===== config.mk =====
export PLATFORM = sky130hd
export DESIGN_NAME = sertx_buffer
export DESIGN_NICKNAME = d
export VERILOG_FILES = /design/src/rtl/sertx_pkg.sv /design/src/rtl/sertx_datapath.sv /design/src/rtl/sertx_control.sv /design/src/rtl/sertx_buffer.sv
export SDC_FILE = /design/constraint.sdc
export NUM_CORES = 1
export LEC_CHECK = 0
export BUFFER_PORTS_ARGS = -buffer_cell sky130_fd_sc_hd__buf_2
export CAP_MARGIN = 15
export CORE_ASPECT_RATIO = 0.6
export CORE_MARGIN = 8
export CORE_UTILIZATION = 40
export DETAILED_ROUTE_END_ITERATION = 10
export PLACE_DENSITY = 0.58
export SYNTH_ARGS = -nofsm -noshare
export SYNTH_HDL_FRONTEND = slang
export SYNTH_HIERARCHICAL = 1
export SYNTH_SLANG_ARGS = --single-unit

===== constraint.sdc =====
create_clock -name clk -period 5.18 [get_ports clk]
set_input_delay 0 -clock clk [delete_from_list [all_inputs] [get_ports clk]]
set_output_delay 0 -clock clk [all_outputs]
set_load 0.005 [all_outputs]

===== src/rtl/sertx_pkg.sv =====
package sertx_pkg;

  localparam int REG_W = 8;

  typedef enum logic [1:0] {
    ADDR_MODE = 2'd0,
    ADDR_RATE = 2'd1,
    ADDR_CTRL = 2'd2,
    ADDR_DATA = 2'd3
  } regAddrE;

  // control register masks
  localparam logic [REG_W-1:0] CTL_TIE  = 8'h80;
  localparam logic [REG_W-1:0] CTL_TE   = 8'h20;
  localparam logic [REG_W-1:0] CTL_RE   = 8'h10;
  localparam logic [REG_W-1:0] CTL_TEIE = 8'h04;

  // mode register field positions
  localparam int MODE_LEN  = 6;
  localparam int MODE_PAR  = 5;
  localparam int MODE_STOP = 3;

  localparam logic [REG_W-1:0] RST_MODE = 8'h00;
  localparam logic [REG_W-1:0] RST_RATE = 8'hFF;
  localparam logic [REG_W-1:0] RST_CTRL = 8'h00;
  localparam logic [REG_W-1:0] RST_HOLD = 8'hFF;

  typedef struct packed {
    logic wrMode;
    logic wrRate;
    logic wrCtrl;
    logic wrHold;
    logic start;
    logic fromBus;
  } dpStrobeT;

endpackage


===== src/rtl/sertx_datapath.sv =====
module sertx_datapath
  import sertx_pkg::*;
#(
  parameter int OSR   = 32,
  parameter int CNT_W = 23
) (
  input  logic             clk,
  input  logic             rstN,
  input  dpStrobeT         str,
  input  logic [REG_W-1:0] busData,
  output logic [REG_W-1:0] modeQ,
  output logic [REG_W-1:0] rateQ,
  output logic [REG_W-1:0] ctrlQ,
  output logic [REG_W-1:0] holdQ,
  output logic [REG_W-1:0] txByte,
  output logic             txValid,
  output logic             timerDone
);

  logic [3:0]       bitCount;
  logic [CNT_W-1:0] basePeriod;
  logic [CNT_W-1:0] period;
  logic [CNT_W-1:0] reloadVal;
  logic [CNT_W-1:0] cnt;
  logic             running;

  always_comb begin
    bitCount   = 4'd9 - {3'd0, modeQ[MODE_LEN]} + {3'd0, modeQ[MODE_PAR]}
                      + {3'd0, modeQ[MODE_STOP]};
    basePeriod = CNT_W'(bitCount) * CNT_W'(OSR) * CNT_W'(rateQ);
    period     = basePeriod << {modeQ[1:0], 1'b0};
    reloadVal  = (period == '0) ? '0 : period - CNT_W'(1);
  end

  assign timerDone = running && (cnt == '0);

  always_ff @(posedge clk or negedge rstN) begin
    if (!rstN) begin
      modeQ <= RST_MODE;
      rateQ <= RST_RATE;
      ctrlQ <= RST_CTRL;
      holdQ <= RST_HOLD;
    end else begin
      if (str.wrMode) modeQ <= busData;
      if (str.wrRate) rateQ <= busData;
      if (str.wrCtrl) ctrlQ <= busData;
      if (str.wrHold) holdQ <= busData;
    end
  end

  always_ff @(posedge clk or negedge rstN) begin
    if (!rstN) begin
      txValid <= 1'b0;
      txByte  <= '0;
    end else begin
      txValid <= str.start;
      if (str.start) txByte <= str.fromBus ? busData : holdQ;
    end
  end

  always_ff @(posedge clk or negedge rstN) begin
    if (!rstN) begin
      cnt     <= '0;
      running <= 1'b0;
    end else if (str.start) begin
      cnt     <= reloadVal;
      running <= 1'b1;
    end else if (running) begin
      if (cnt == '0) running <= 1'b0;
      else           cnt     <= cnt - CNT_W'(1);
    end
  end

endmodule


===== src/rtl/sertx_control.sv =====
module sertx_control
  import sertx_pkg::*;
(
  input  logic             clk,
  input  logic             rstN,
  input  logic             busWr,
  input  logic [1:0]       busAddr,
  input  logic [REG_W-1:0] busData,
  input  logic [REG_W-1:0] ctrlQ,
  input  logic             timerDone,
  output dpStrobeT         str,
  output logic             flagTdre,
  output logic             flagTend,
  output logic             txEmptyIrq,
  output logic             txEndIrq
);

  logic             tdreN, tendN, endN, pulseN;
  logic [REG_W-1:0] ctrlEff;
  logic             cfgLocked;

  always_comb begin
    str       = '0;
    tdreN     = flagTdre;
    tendN     = flagTend;
    endN      = txEndIrq;
    pulseN    = 1'b0;
    ctrlEff   = ctrlQ;
    cfgLocked = (ctrlQ & (CTL_TE | CTL_RE)) != '0;

    str.wrMode = busWr && (busAddr == ADDR_MODE) && !cfgLocked;
    str.wrRate = busWr && (busAddr == ADDR_RATE) && !cfgLocked;
    str.wrCtrl = busWr && (busAddr == ADDR_CTRL);
    str.wrHold = busWr && (busAddr == ADDR_DATA);

    if (str.wrCtrl) begin
      ctrlEff = busData;
      if ((busData & CTL_TE) != '0) begin
        tdreN = 1'b1;
        tendN = 1'b1;
        if ((busData & CTL_TIE) != '0) pulseN = 1'b1;
      end
      if ((busData & CTL_TEIE) == '0) endN = 1'b0;
    end

    if (str.wrHold) begin
      if (flagTend) begin
        str.start   = 1'b1;
        str.fromBus = 1'b1;
      end else begin
        tdreN = 1'b0;
      end
    end

    if (timerDone && !str.start) begin
      if (!tdreN) begin
        str.start   = 1'b1;
        str.fromBus = str.wrHold;
      end else begin
        tendN = 1'b1;
        if ((ctrlEff & CTL_TEIE) != '0) endN = 1'b1;
      end
    end

    if (str.start) begin
      tendN = 1'b0;
      tdreN = 1'b1;
      endN  = 1'b0;
      if ((ctrlEff & CTL_TIE) != '0) pulseN = 1'b1;
    end
  end

  always_ff @(posedge clk or negedge rstN) begin
    if (!rstN) begin
      flagTdre   <= 1'b1;
      flagTend   <= 1'b1;
      txEmptyIrq <= 1'b0;
      txEndIrq   <= 1'b0;
    end else begin
      flagTdre   <= tdreN;
      flagTend   <= tendN;
      txEmptyIrq <= pulseN;
      txEndIrq   <= endN;
    end
  end

endmodule


===== src/rtl/sertx_buffer.sv =====
module sertx_buffer
  import sertx_pkg::*;
#(
  parameter int OSR = 32
) (
  input  logic             clk,
  input  logic             rstN,
  input  logic             busWr,
  input  logic [1:0]       busAddr,
  input  logic [REG_W-1:0] busData,
  output logic [REG_W-1:0] modeQ,
  output logic [REG_W-1:0] rateQ,
  output logic [REG_W-1:0] ctrlQ,
  output logic [REG_W-1:0] holdQ,
  output logic             flagTdre,
  output logic             flagTend,
  output logic             txValid,
  output logic [REG_W-1:0] txByte,
  output logic             txEmptyIrq,
  output logic             txEndIrq
);

  localparam int MAX_BITS   = 11;
  localparam int MAX_RATE   = (1 << REG_W) - 1;
  localparam int MAX_PRESC  = 64;
  localparam int MAX_PERIOD = MAX_BITS * OSR * MAX_RATE * MAX_PRESC;
  localparam int CNT_W      = $clog2(MAX_PERIOD + 1);

  dpStrobeT str;
  logic     timerDone;

  sertx_control u_ctrl (
    .clk        (clk),
    .rstN       (rstN),
    .busWr      (busWr),
    .busAddr    (busAddr),
    .busData    (busData),
    .ctrlQ      (ctrlQ),
    .timerDone  (timerDone),
    .str        (str),
    .flagTdre   (flagTdre),
    .flagTend   (flagTend),
    .txEmptyIrq (txEmptyIrq),
    .txEndIrq   (txEndIrq)
  );

  sertx_datapath #(.OSR(OSR), .CNT_W(CNT_W)) u_dp (
    .clk       (clk),
    .rstN      (rstN),
    .str       (str),
    .busData   (busData),
    .modeQ     (modeQ),
    .rateQ     (rateQ),
    .ctrlQ     (ctrlQ),
    .holdQ     (holdQ),
    .txByte    (txByte),
    .txValid   (txValid),
    .timerDone (timerDone)
  );

endmodule


==> summary.md <==
| Metric | Value |
|---|---|
| Total negative slack | 0 ps |
| Clk buf depth | 2 |
| Setup WS pre-CTS | 158 ps |
| Vias in the first global route | 4044 |
| Top-area cell type share of the netlist area | 25.9% |
| Fmax | 202 MHz |
| Starting density of the core | 40.9% |
| Vert. Die Dim | 102 um |
| Final ANT Viol Nets | 0 |
| Core Area | 12100 um^2 |
| Synth Area per Inst | 9.77 um^2 |
| Syn-to-layout area delta | 15.5% |
| Yosys warns | 6 |
| HPWL Detailed | 9770 um |
| Post-synthesis cell count | 505 |
| Power Dens Cells | 749 nW/um^2 |
| CP max FO | 8 |
| Die width | 159 um |
| Fin. max-slew vios | 0 |
| Pre-Repair DR Iteration Count | 7 |
| GR Overflow Total | 0 |
| Total wire length | 13200 um |
| Final WS setup | 236 ps |
| Worst-Margin Slew | 937 ps |
| Tmin final | 4940 ps |
| Clk sinks | 69 |
| Final GP Congestion | 0.818 |
| Antenna cell count | 0 |
| DP Area | 5270 um^2 |
| Total Power | 4.27 mW |
| Post-synthesis sequential area ratio | 35.5% |
| Clk pin slew, worst setup/hold paths | 70 ps |
| Drt drc | 0 |
| Root Driver | clkbuf_16 |
| VDD IR max | 0.264 mV |
| Iteration-0 DRC Markers | 204 |
| Buffers on Ports | 57 |
| Slack of the worst reg-to-reg path | 240 ps |
| Number of synthesized flops with an enable pin | 0 |
| CP Capture Type | flip-flop |
| Share of async-settable or async-resettable flops after synthesis | 100% |
| Number of library cell types mapped by synthesis | 75 |
| # rows | 31 |
| # Max-Cap Violations | 0 |
| Routing usage on met2 | 22.5% |
| Final instance area | 5700 um^2 |
| Synthesized flop and latch total | 69 |
| CTS H-tree lvls | 3 |
| Arrival @ worst endpoint | 5170 ps |
| Count leader, synth | dfrtp_1 |
| Synthesized net count | 546 |
| Worst hold path type | in2reg |
| Layout cells sized above 1 | 27.1% |
| Die footprint | 16300 um^2 |
| Critical Path Source Type | flip-flop |
| Relative slew slack | 37.3% |
| Clock Skew | 6.66 ps |
| Post-Syn Area | 4930 um^2 |
| Ratio of final minimum period to clock period | 95.4% |
| CP Class | reg2reg |
| First-pass GRT wire length | 21500 um |
| Antenna violations before repair | 0 |
| Clk Latency, worst-skew pair | 340 ps |
| Synth area leaders | dfrtp_1, dfstp_2, mux2_2 |
| Leak | 2.45 nW |
| Routed len/inst | 17.9 um |
| CTS tree | done |
| CP Data Required Time | 5400 ps |
| Vias per Instance | 5.65 |
| # setup viols final | 0 |
| Via count | 4157 |
| Ports | 58 |
| Global Route Usage Sum | 16.3% |
| Synth top cells by count | dfrtp_1, nor2_1, nand2_1, mux2_2, inv_1 |
| Status | complete, no violations |
| Final Hold Fails | 0 |
| Synth Flop Type | dfrtp_1 |
| Total CTS buffers | 9 |
| Global-route met3 utilization | 4.14% |
| Leading area contributor after synthesis | dfrtp_1 |
| Largest net degree at the start of global routing | 70 |
| Gr busiest metal | met1 |
| Met1 usage | 24.6% |
| Fillers | 1163 |
| Final #Nets | 607 |
[registers in the layout (all words and copies together), names as in the netlist, 8 cells and up]
signal,cells
u_dp/cnt,23
u_dp/ctrlQ,8
u_dp/holdQ,8
u_dp/modeQ,8
u_dp/rateQ,8
u_dp/txByte,8
[metrics by stage]
step           util, %  instances  hold slack (ps)
2_1_floorplan        -        505             -296
3_3_place_gp      43.7        711              254
3_5_place_dp      43.7        711              257
4_1_cts           46.8        735             2.39
5_1_grt           47.3        736             13.5
6_report          47.3        736             10.1
[final timing paths]
path                          startpoint              to  cells after the start
hold / removal                busData[2]   u_dp/modeQ[2]                      2
min in group asynchronous           rstN    u_dp/cnt[15]                      3
setup / recovery           u_dp/modeQ[3]    u_dp/cnt[17]                     15
max in group asynchronous           rstN  u_dp/txByte[4]                      3
setup reg to reg           u_dp/modeQ[3]    u_dp/cnt[17]                     15
hold reg to reg            u_dp/modeQ[4]   u_dp/modeQ[4]                      1
[area by class of cell]
type / instances / area (um^2) / share of cell area (%)
clock buffers: 9 / 225 / 3.95
clock inverters: 7 / 62.6 / 1.10
inverters: 26 / 97.6 / 1.71
multi-input cells: 386 / 2930 / 51.3
flip-flops and latches: 69 / 1750 / 30.7
well taps: 165 / 206 / 3.62
repair buffers: 74 / 433 / 7.59
[metal layers]
metal	up-vias	share of wire, %
met2	130	41
met5	-	0
met4	0	0.71
met3	10	6.5
met1	2043	52
li1	1974	-
[kinds of logic after synthesis]
family | synth area share (%)
flip-flops | 35.5
buffers and inverters | 6.26
AO/OA/AOI/OAI | 17.8
multiplexers | 8.62
adder cells (fa/ha/maj) | 8.01
AND/OR/NAND/NOR | 18.4
XOR/XNOR | 5.50
[worst max-delay path, cell delays in order (launching register included)]
cell and delay [ps]:
dfrtp_1 350, inv_1 80, fa_1 580, nor2b_1 160, ha_1 260, fa_1 480
ha_1 390, a211oi_4 350, o31ai_4 150, and4_1 220, or3_1 530, a221oi_4 370
nand4_1 150, buf_4 200, or3_1 320, a41o_1 240
[power by group]
part	total [mW]	switching [mW]	internal, mW
Combinational	2.71	1.63	1.08
Sequential	0.959	0.210	0.749
Clock	0.598	0.263	0.335
Total	4.27	2.11	2.16
[placed cells by master (no fill, tap or decap), types with 7 or more instances in the layout]
cell,Yosys,routed
buf_2,2,57
dfrtp_1,51,51
nor2_1,39,38
nand2_1,32,32
mux2_2,28,28
inv_1,25,25
a21oi_1,22,22
ha_1,22,22
xnor2_1,21,21
nor3_1,20,20
o21ai_0,18,18
dfstp_2,18,18
nor2b_1,15,15
nand3_1,12,11
mux2i_1,11,11
or3_1,10,10
o31ai_1,10,10
xor2_1,10,10
clkbuf_16,0,9
buf_4,0,9
o22ai_1,9,9
dlygate4sd3_1,0,8
nand2b_1,8,8
a31oi_1,7,7
a21o_1,7,7
[repair_timing]
item | 4_1_cts | 5_1_grt
setup endpoints to repair | 0 | 21
hold endpoints to repair | 71 | 0
gates resized for setup | 0 | 8
hold buffers | 8 | 0
buffers inserted | 0 | 1
(Power assumes the default switching activity.)
